## src/rtl/sgc_pkg.sv

```systemverilog
package sgc_pkg;

  typedef enum logic [1:0] {
    S_START  = 2'd0,
    S_NEED_B = 2'd1,
    S_IN_RUN = 2'd2,
    S_ERR    = 2'd3
  } sgc_state_e;

  function automatic int unsigned run_width(input int unsigned max_run);
    return (max_run < 1) ? 1 : $clog2(max_run + 1);
  endfunction

  // a run at its cap forbids one more b
  function automatic logic run_full(input int unsigned count, input int unsigned max_run);
    return count >= max_run;
  endfunction

endpackage

```

## src/rtl/sgc_ctrl.sv

```systemverilog
module sgc_ctrl (
  input  logic                clk,
  input  logic                rst_n,
  input  logic                sym_vld,
  input  logic                sym_is_b,
  input  logic                at_limit,
  output sgc_pkg::sgc_state_e state,
  output logic                cnt_clr,
  output logic                cnt_inc,
  output logic                viol_aa,
  output logic                viol_run
);
  import sgc_pkg::*;

  sgc_state_e state_q, state_d;
  logic       live;

  assign live     = sym_vld && (state_q != S_ERR);
  assign viol_aa  = live && !sym_is_b && (state_q == S_NEED_B);
  assign viol_run = live && sym_is_b && at_limit;
  assign cnt_clr  = live && !sym_is_b && !viol_aa;
  assign cnt_inc  = live && sym_is_b && !viol_run;

  always_comb begin
    state_d = state_q;
    if (viol_aa || viol_run) state_d = S_ERR;
    else if (cnt_clr)        state_d = S_NEED_B;
    else if (cnt_inc)        state_d = S_IN_RUN;
  end

  always_ff @(posedge clk or negedge rst_n) begin
    if (!rst_n) state_q <= S_START;
    else        state_q <= state_d;
  end

  assign state = state_q;

  a_r3_double_a: assert property (@(posedge clk) disable iff (!rst_n)
    (sym_vld && !sym_is_b && state_q == S_NEED_B) |=> (state_q == S_ERR));

  a_r6_err_absorb: assert property (@(posedge clk) disable iff (!rst_n)
    (state_q == S_ERR) |=> (state_q == S_ERR));

endmodule

```

## config.mk

```make
export PLATFORM = sky130hd
export DESIGN_NAME = sgc_ctrl
export DESIGN_NICKNAME = d
export VERILOG_FILES = /design/src/rtl/sgc_pkg.sv /design/src/rtl/sgc_ctrl.sv
export SDC_FILE = /design/constraint.sdc
export NUM_CORES = 1
export LEC_CHECK = 0
export BUFFER_PORTS_ARGS = -buffer_cell sky130_fd_sc_hd__buf_4
export CAP_MARGIN = 40
export CORE_AREA = 2 2 39 41
export CTS_BUF_LIST = sky130_fd_sc_hd__clkbuf_8
export DETAILED_ROUTE_END_ITERATION = 8
export DIE_AREA = 0 0 41 43
export PLACE_DENSITY = 0.32
export SETUP_SLACK_MARGIN = 0.1
export SYNTH_ARGS = -nofsm -noshare
export SYNTH_HDL_FRONTEND = slang
export SYNTH_SLANG_ARGS = --single-unit
```

## constraint.sdc

```tcl
create_clock -name clk -period 1.6 [get_ports clk]
set_input_delay 0.4 -clock clk [delete_from_list [all_inputs] [get_ports clk]]
set_output_delay 0.4 -clock clk [all_outputs]
set_load 0.1 [all_outputs]
```

# After elaboration in Yosys (flattened, before gate mapping)
# Cells that the tools add are included.
dict set report word_totals {
  register_bits 2
  elab_cells 18
}
dict set report classes {
  reduce_logical 12
  n_eq_ne 2
  mux 3
}
# cell count
set op_table {}
lappend op_table {{logical AND 1 bit} 7}
lappend op_table {{2-to-1 mux 2 bit} 3}
lappend op_table {{zero test 1 bit} 3}
lappend op_table {{nonzero test 3 bit} 1}
lappend op_table {{equality test 2 x 1 -> 1 bit, second input constant} 1}
lappend op_table {{!= test 2 bit, second input constant} 1}
lappend op_table {{logical OR 1 bit} 1}

# Logic depth before layout (Yosys ltp)
# Gate-level depths: netlist of the first run.
dict set report logic_depth {
  ltp_word 9
  mapped_depth 2
}

# Least setup slack after synthesis of the first run
# No wires, ideal clock.
dict set report synth_timing {
  path_kind {flip-flop to output port}
  start {register state_q[0] (netlist: state[0])}
  end {output port cnt_clr}
  slack_ps -944
  n_path_buf 0
  path_stages_with_launch 2
  arrival_ps 2144
  required_ps 1200
  path_cell_list {dfrtp_1 > nor3b_2}
}
dict set report synth_between {
  elab_chain_len 6
  elab_cells_between_ends 7
  classes_between {2 x eq/ne; 5 x reduce/logical}
}
# item line
set synth_rtl {}
lappend synth_rtl {{from (decl)} sgc_ctrl.sv:15} ;# sgc_state_e state_q, state_d;
lappend synth_rtl {{from (signal assigned)} sgc_ctrl.sv:33} ;# else state_q <= state_d;
lappend synth_rtl {{!= test 2 bit} sgc_ctrl.sv:18} ;# assign live = sym_vld && (state_q != S_ERR);
lappend synth_rtl {{logical AND 1 bit} sgc_ctrl.sv:18}
lappend synth_rtl {{logical AND 1 bit} {sgc_ctrl.sv:19, sgc_ctrl.sv:21}}
lappend synth_rtl {{logical AND 1 bit} sgc_ctrl.sv:19} ;# assign viol_aa = live && !sym_is_b && (state_q == S_NEED_B);
lappend synth_rtl {{zero test 1 bit} sgc_ctrl.sv:21} ;# assign cnt_clr = live && !sym_is_b && !viol_aa;
lappend synth_rtl {{logical AND 1 bit *} sgc_ctrl.sv:21}
lappend synth_rtl {{to (decl)} sgc_ctrl.sv:8} ;# output logic cnt_clr,
# Every way passes the cells marked *; elsewhere a longest branch is shown, timed or not.

# Worst setup path after layout of the first run
dict set report layout_timing {
  start {register state_q[0] (netlist: state[0])}
  end {output port cnt_inc}
}
dict set report layout_between {
  elab_chain_len 6
}
# item line
set layout_rtl {}
lappend layout_rtl {{!= test 2 bit *} sgc_ctrl.sv:18}
lappend layout_rtl {{logical AND 1 bit *} sgc_ctrl.sv:18}
lappend layout_rtl {{logical AND 1 bit *} {sgc_ctrl.sv:20, sgc_ctrl.sv:22}}
lappend layout_rtl {{logical AND 1 bit} sgc_ctrl.sv:20} ;# assign viol_run = live && sym_is_b && at_limit;
lappend layout_rtl {{zero test 1 bit} sgc_ctrl.sv:22} ;# assign cnt_inc = live && sym_is_b && !viol_run;
lappend layout_rtl {{logical AND 1 bit *} sgc_ctrl.sv:22}
lappend layout_rtl {{to (decl)} sgc_ctrl.sv:9} ;# output logic cnt_inc,
# Marks and branches as above.

==> flow_summary_export.csv, run 1 <==
group,metric,value,unit
floorplan,num_io_pins,11,
logic_synthesis,synth-async-reset-ratio,1.00,
logic_synthesis,ys_seq_area_frac,0.396,
worst_setup_path,crit_fanout,4,
power,p_per_area,719,mW/mm2
min_path,hp-class,"primary input to flop",
power,intPower,220,uW
global_route,grtUsageTotal,0.0721,
final_layout,postLayoutCoreUtil,0.266,
floorplan,rows,14,
sta,rsz0062_at_grt,"yes",
logic_synthesis,yosys_warnings,0,
floorplan,die_y,43,um
logic_synthesis,synth_xor_area_frac,0,
global_route,busiest_layer,"met2",
sta,setup_viol,0,
power,p_seq_frac,0.193,
floorplan,die_area,0.00176,mm2
sta,finalHoldViolations,0,
place,io_buffers,10,
logic_synthesis,yosys.area_share.adder,0,
job,maxCapViolCount,0,
logic_synthesis,synth_fp_nets,17,
power,p_leak,0.152,nW
place,gp_congestion,0.620,
worst_setup_path,worst_ep_arrival_time,1190,ps
power,vdd_drop_max,0.000170,V
floorplan,die_w,41,um
power,clock_power_share,0.738,
sta,clock_skew,0.333,ps
final_layout,drive_gt1_frac,0.786,
power,combPwrFrac,0.069,
logic_synthesis,synthMuxAreaShare,0,
cts,clk_path_buf_depth,2,
cts,root_buffer,"clkbuf_8",
sta,drv_slew,0,
cts,ctsHtreeMaxLevel,1,
power,p_sw,44.0,uW
worst_setup_path,critical_path_class,"flop to output port",
route,post-route-drc-count,0,
global_route,first_global_vias,195,
sta,tightest_slew,278,ps
logic_synthesis,synth_top_area_share,0.396,
cts,clk_pin_slew,30,ps
worst_setup_path,critPathCaptureType,"output port",
cts,clk_latency,210,ps
logic_synthesis,synthTopCellsByCount,"dfrtp_1 (2), nand2b_1 (2), nor2_1 (2)",
final_layout,area_growth,191,%
logic_synthesis,synthSimpleGateAreaFrac,0.535,
global_route,met1_usage,0.0764,
place,place_ws,69.4,ps
route,avgRoutedWirePerCell,10.9,um
logic_synthesis,synth_cell_types,9,
route,ant_nets,0,
logic_synthesis,synth_top_area_cell,"dfrtp_1",
cts,cts_made_buffers,3,
logic_synthesis,ys.flop_type,"dfrtp_1",
logic_synthesis,syn-mean-instance-area,10.5,um2
route,vias_per_cell,3.57,
global_route,antenna_found_initial,0,
sta,worst_slack,6.44,ps
logic_synthesis,synth_seq_cells,2,
floorplan,core,0.00138,mm2
cts,cts_tree,"done",
route,num_vias,157,
power,swShare,0.166,
sta,period_needed,1590,ps
global_route,grt_max_degree,8,
route,first_iter_violations,0,
final_layout,antenna_cells,0,
route,dr.pass1.iters,1,
route,routed_wl,480,um
global_route,overflow,0,
sta,slew_headroom,0.816,
floorplan,start_util,0.0913,
cts,cts.sinks,2,
final_layout,fin_nets,35,
sta,whs,484,ps
sta,post-route-period-util,0.996,
logic_synthesis,synth_top_family_by_area,"simple AND/OR/NAND/NOR gates",
status,status,"finished clean",
global_route,grt_pass1_wl,765,um
sta,fmax,628,MHz
worst_setup_path,start_kind,"flop",
global_route,groute.layer.met2.usage,0.0875,
logic_synthesis,synth_area,126,um2
power,power,264,uW
logic_synthesis,synth_edf_count,0,
worst_setup_path,critical_path_required,1200,ps
logic_synthesis,synthCells,12,
logic_synthesis,yosys-top-cells-area,"dfrtp_1 (40%), and4bb_2 (9.9%), nand2b_1 (9.9%), nor3b_2 (9.9%), and4b_1 (7.9%)",
final_layout,largest_reg_flops,2,
logic_synthesis,synth_compound_area_frac,0.0693,
global_route,use_met3,0.0419,
[area by class of cell]
type | instances | area [um2]
flip-flops and latches | 2 | 57.6
clock buffers | 3 | 41.3
well taps | 16 | 20.0
repair buffers | 13 | 154
multi-input cells | 10 | 95.1
fillers | 143 | 1020
[cells in the final DEF, fill, tap and decap left out]
cell,synthesis,routed
buf_12,0,4
nand2_2,0,1
and4bb_4,0,1
nor3b_4,0,1
nor2_1,2,2
dlygate4sd3_1,0,1
buf_4,0,7
and4b_4,0,1
dfrtp_4,0,2
a22o_1,1,1
buf_6,0,1
and4_4,0,1
clkbuf_8,0,3
nand2b_1,2,2
[what timing repair did]
item	4_1_cts	5_1_grt
setup endpoints to repair	4	5
pin swaps	2	0
setup buffers	2	0
hold buffers	1	0
gates resized for setup	13	1
hold endpoints to repair	2	0
[worst max-delay path, cell delays in order, from the launching register on]
cell     delay (ps)
dfrtp_4         490
nand2_2          80
and4b_4         240
buf_12          170
[routing by layer]
| metal | part of all wire | wire (um) |
|---|---|---|
| met1 | 0.46 | 219 |
| met2 | 0.41 | 197 |
| met5 | 0 | 0 |
| met4 | 0 | 0 |
| met3 | 0.13 | 63 |
[through the flow]
stage                     setup TNS (ps)  std cells  area [um2]
final                                  0         44         368
after global routing               -40.4         44         368
after floorplan                     -532         12         150
after detailed placement               0         38         245
after global placement                 0         38         245
after CTS                         -0.376         44         364
[power by group through the flow]
| stage | Sequential, mW | Combinational, mW | Clock, mW |
|---|---|---|---|
| floorplan | 0.0519 | 0.00300 | 0 |
| global placement | 0.0517 | 0.0160 | 0 |
| detailed placement | 0.0517 | 0.0159 | 0 |
| CTS | 0.0511 | 0.0180 | 0.205 |
| global route | 0.0511 | 0.0199 | 0.209 |
| finish | 0.0511 | 0.0182 | 0.195 |
[kinds of logic (layout without fill, tap and decap cells)]
| logic type | after synthesis | count (layout) |
|---|---|---|
| and+or+nand+nor | 9 | 9 |
| DFF | 2 | 2 |
| AOI/OAI and AO/OA | 1 | 1 |
| buffers and inverters | 0 | 16 |
[final timing paths]
check                           end  slack (ps)  cells after the start      from
max                         cnt_inc           6                      3  state[0]
min                        state[0]         480                      2   sym_vld
max reg2reg                state[0]         560                      3  state[1]
min reg2reg                state[1]         640                      2  state[0]
max in group asynchronous  state[1]         990                      2     rst_n
min in group asynchronous  state[0]         510                      2     rst_n
Power figures use the tool's default switching activity.
==> inputs of run 2 (changes only) <==
--- a/config.mk
+++ b/config.mk
@@ -8,7 +8,6 @@
 export BUFFER_PORTS_ARGS = -buffer_cell sky130_fd_sc_hd__buf_4
 export CAP_MARGIN = 40
 export CORE_AREA = 2 2 39 41
-export CTS_BUF_LIST = sky130_fd_sc_hd__clkbuf_8
 export DETAILED_ROUTE_END_ITERATION = 8
 export DIE_AREA = 0 0 41 43
 export PLACE_DENSITY = 0.32
==> run 2 against run 1 <==
Against the previous run: the run now ends with setup timing left; non-clock buffer count did not move; cell area down 4.1%; wire length fell by 0.42%; register-to-register slack hardly changed; critical endpoint unchanged; largest cell class unchanged; highest routed layer unchanged.
==> flow_summary_export.csv, run 2 (same netlist as run 1, synthesis figures left out) <==
group,metric,value,unit
status,status,"finished with violations",
status,violations,"setup timing",
floorplan,core,0.00138,mm2
min_path,hp-class,"primary input to flop",
sta,post-route-period-util,1.01,
final_layout,fillCellCount,146,
cts,clk_pin_slew,30,ps
floorplan,start_util,0.0913,
cts,cts_made_buffers,3,
global_route,grt_pass1_wl,738,um
sta,period_needed,1610,ps
final_layout,postLayoutCoreUtil,0.255,
floorplan,die_y,43,um
sta,tns,-8.73,ps
floorplan,num_io_pins,11,
route,vias_per_cell,3.59,
sta,setup_viol,1,
global_route,grt_max_degree,8,
sta,whs,471,ps
final_layout,antenna_cells,0,
worst_setup_path,critical_path_required,1200,ps
cts,cts_tree,"done",
global_route,overflow,0,
final_layout,fin_cells,44,
final_layout,final_cell_mix,"buf_4 (6), buf_12 (4), clkbuf_4 (3)",
cts,cts.sinks,2,
sta,clock_skew,0.308,ps
place,io_buffers,10,
power,p_sw,34.4,uW
sta,slew_headroom,0.855,
worst_setup_path,start_kind,"flop",
sta,worst_slack,-8.73,ps
floorplan,rows,14,
route,ant_nets,0,
final_layout,area_growth,179,%
floorplan,die_area,0.00176,mm2
global_route,first_global_vias,192,
cts,clk_latency,220,ps
power,p_per_area,506,mW/mm2
route,post-route-drc-count,0,
cts,ctsHtreeMaxLevel,1,
power,combPwrFrac,0.102,
sta,rsz0062_at_grt,"yes",
final_layout,largest_reg_flops,2,
route,routed_wl,478,um
power,p_seq_frac,0.286,
cts,root_buffer,"clkbuf_4",
power,clock_power_share,0.612,
final_layout,drive_gt1_frac,0.786,
worst_setup_path,crit_fanout,4,
place,gp_congestion,0.620,
global_route,grtUsageTotal,0.0681,
sta,drv_slew,0,
sta,finalHoldViolations,0,
final_layout,final_common_cell,"buf_4",
power,vdd_drop_max,0.000122,V
global_route,antenna_found_initial,0,
sta,fmax,622,MHz
cts,clk_path_buf_depth,2,
final_layout,fin_nets,35,
floorplan,die_w,41,um
power,intPower,144,uW
route,num_vias,158,
place,dpl.cell_count,38,
sta,tightest_slew,218,ps
worst_setup_path,critPathCaptureType,"output port",
final_layout,seq_area,57.6,um2
final_layout,multi_input_area,95.1,um2
route,first_iter_violations,0,
power,p_leak,0.146,nW
place,place_ws,69.4,ps
route,avgRoutedWirePerCell,10.9,um
worst_setup_path,critical_path_class,"flop to output port",
job,maxCapViolCount,0,
worst_setup_path,worst_ep_arrival_time,1210,ps
power,swShare,0.193,
route,dr.pass1.iters,1,
## run 2: cell counts in the layout (fill, tap and decap cells not counted)
No cell type changed its count.
## run 2: area by class of cell
| cell class | count | area share |
|---|---|---|
| well taps | 16 | 0.0567 |
| repair buffers | 13 | 0.447 |
| clock buffers | 3 | 0.0638 |
| flip-flops and latches | 2 | 0.163 |
| multi-input cells | 10 | 0.270 |
## run 2: repair_timing
| item | 4_1_cts | 5_1_grt |
|---|---|---|
| endpoints found under the hold margin | 2 | 0 |
| gates resized for setup | 14 | 1 |
| pin swaps | 2 | 0 |
| setup buffers | 2 | 0 |
| cloned | 0 | 0 |
| hold buffers | 1 | 0 |
| setup endpoints to repair | 4 | 5 |
## run 2: path summary, 6_finish.rpt
check                      endpoint     start  slack, ps  depth (start not counted)
max                         cnt_inc  state[0]         -9                          3
min                        state[0]   sym_vld        470                          2
max reg2reg                state[0]  state[1]        560                          3
min reg2reg                state[1]  state[0]        640                          2
max in group asynchronous  state[1]     rst_n       1000                          2
min in group asynchronous  state[0]     rst_n        500                          2
## run 2: power groups by stage
| stage | combinational, mW | sequential, mW | clock (mW) |
|---|---|---|---|
| 2_1_floorplan | 0.00300 | 0.0519 | 0 |
| 3_3_place_gp | 0.0160 | 0.0517 | 0 |
| 3_5_place_dp | 0.0159 | 0.0517 | 0 |
| 4_1_cts | 0.0180 | 0.0511 | 0.119 |
| 5_1_grt | 0.0199 | 0.0511 | 0.120 |
| 6_report | 0.0182 | 0.0511 | 0.109 |
## run 2: stage by stage
step                instance area (um2)  total power, mW
CTS                                 349            0.188
global placement                    245           0.0677
detailed placement                  245           0.0676
global route                        353            0.191
floorplan                           150           0.0549
finish                              353            0.179
## run 2: per-layer routing
metal / part of all wire / track usage / up-vias
met2: 0.43 / 0.0875 / 11
met1: 0.45 / 0.0732 / 70
met4: 0 / 0.0800 / 0
met5: 0 / 0 / -
li1: - / - / 77
met3: 0.13 / 0.0262 / 0
## run 2: worst max-delay path, stage by stage, from the launching register on
cell	delay [ps]
dfrtp_4	500
nand2_2	80
and4b_4	240
buf_12	170
==> inputs of run 3 (changes only) <==
--- a/config.mk
+++ b/config.mk
@@ -10,7 +10,7 @@
 export CORE_AREA = 2 2 39 41
 export DETAILED_ROUTE_END_ITERATION = 8
 export DIE_AREA = 0 0 41 43
-export PLACE_DENSITY = 0.32
+export PLACE_DENSITY = 0.31
 export SETUP_SLACK_MARGIN = 0.1
 export SYNTH_ARGS = -nofsm -noshare
 export SYNTH_HDL_FRONTEND = slang
==> run 3 against run 2 <==
Against the previous run: the flow still finishes with violations (setup timing); clock skew rose by 3.8 ps; count of clock-buffer cells in the layout did not move; utilization rose by 0.90 points; sequential power barely moved; sequential share of layout area fell by 0.56 points; power rose by 3.4%; flip-flop and latch count did not move; critical endpoint unchanged; largest cell class unchanged.
==> flow_summary_export.csv, run 3 (same netlist as run 1, synthesis figures left out) <==
group,metric,value,unit
final_layout,postLayoutCoreUtil,0.264,
worst_setup_path,critical-path-top-delay-family,"flip-flops",
cts,cts.sinks,2,
worst_setup_path,crit_fanout,5,
power,power,185,uW
floorplan,start_util,0.0913,
global_route,first_global_vias,175,
route,post-route-drc-count,0,
global_route,grt_pass1_wl,703,um
power,vdd_drop_max,0.000120,V
worst_setup_path,crit_slowest_cell,"dfrtp_4",
route,num_vias,174,
route,vias_per_cell,3.87,
worst_setup_path,start_kind,"flop",
final_layout,fin_nets,36,
final_layout,final_cell_mix,"buf_4 (8), buf_12 (5), clkbuf_4 (3)",
floorplan,die_y,43,um
floorplan,core,0.00138,mm2
route,avgRoutedWirePerCell,9.62,um
final_layout,drive_gt1_frac,0.793,
cts,clk_latency,230,ps
final_layout,largest_reg_flops,2,
place,gp_congestion,0.563,
global_route,antenna_found_initial,0,
sta,clock_skew,4.12,ps
cts,cts_tree,"done",
place,io_buffers,10,
sta,finalHoldViolations,0,
status,status,"finished with violations",
power,p_leak,0.155,nW
global_route,grt_max_degree,8,
floorplan,die_w,41,um
status,violations,"setup timing",
final_layout,antenna_cells,0,
sta,fmax,612,MHz
sta,post-route-period-util,1.02,
job,maxCapViolCount,0,
floorplan,die_area,0.00176,mm2
route,ant_nets,0,
route,routed_wl,433,um
worst_setup_path,critPathCaptureType,"output port",
sta,drv_slew,0,
worst_setup_path,crit_chain,"nand2_2 > and4b_4 > buf_12",
route,dr.pass1.iters,2,
min_path,hp-class,"primary input to flop",
sta,worst_slack,-33.3,ps
worst_setup_path,max_stage_delay,500,ps
global_route,overflow,0,
cts,clk_path_buf_depth,2,
floorplan,rows,14,
cts,cts_made_buffers,3,
final_layout,final_common_cell,"buf_4",
cts,clk_pin_slew,30,ps
power,p_per_area,505,mW/mm2
sta,tightest_slew,278,ps
sta,rsz0062_at_grt,"yes",
worst_setup_path,worst_ep_arrival_time,1230,ps
sta,setup_viol,2,
global_route,grtUsageTotal,0.0693,
worst_setup_path,critical_path_class,"flop to output port",
floorplan,num_io_pins,11,
route,first_iter_violations,3,
final_layout,area_growth,189,%
worst_setup_path,critical_path_required,1200,ps
cts,ctsHtreeMaxLevel,1,
sta,period_needed,1630,ps
worst_setup_path,critPathBufInv,1,
sta,slew_headroom,0.816,
cts,root_buffer,"clkbuf_4",
## run 3: metal layers
metal / vias to the layer above / share of wire / GRT usage / wire length [um]
met4: 0 / 0.032 / 0.100 / 14
li1: 80 / - / - / -
met5: - / 0 / 0 / 0
met2: 13 / 0.38 / 0.0656 / 163
met3: 2 / 0.16 / 0.0314 / 70
met1: 79 / 0.42 / 0.0868 / 184
## run 3: power by group
| group | total [mW] | switching [mW] | internal [mW] | leakage, nW |
|---|---|---|---|---|
| Sequential | 0.0511 | 0.0000471 | 0.0510 | 0.0179 |
| Clock | 0.116 | 0.0325 | 0.0831 | 0.0138 |
| Combinational | 0.0180 | 0.00741 | 0.0106 | 0.123 |
## run 3: path summary, 6_finish.rpt
kind,from,slack [ps],end,cells after the start
setup / recovery,state[0],-30,cnt_inc,3
hold / removal,sym_vld,460,state[0],2
setup reg to reg,state[0],570,state[1],3
hold reg to reg,state[0],610,state[0],1
max in group asynchronous,rst_n,1010,state[1],2
min in group asynchronous,rst_n,490,state[0],2
## run 3: per-stage QoR
stage          instances  hold slack [ps]  setup TNS, ps  cell area [um2]  setup WS, ps
2_1_floorplan         12              104           -532              150          -332
3_3_place_gp          38              182              0              245          67.3
3_5_place_dp          38              185              0              245          69.8
4_1_cts               45              450          -81.2              365         -36.7
5_1_grt               45              474           -151              365         -66.7
6_report              45              457          -36.4              365         -33.3
## run 3: final cells by class
type,count,area [um2]
Multi-Input combinational cell,10,95.1
Tap cell,16,20.0
Timing Repair Buffer,14,170
Clock buffer,3,22.5
Fill cell,146,1020
Sequential cell,2,57.6
## run 3: worst register-to-register path, stage by stage, from the launching register on
cell and delay (ps):
dfrtp_4 500, nor3b_4 240, buf_4 140, nor2_1 30
## run 3: repair_timing
item	4_1_cts	5_1_grt
hold endpoints to repair	2	0
setup endpoints to repair	4	5
resized for setup	16	0
pin swaps	2	1
hold buffers	1	0
setup buffers	3	0
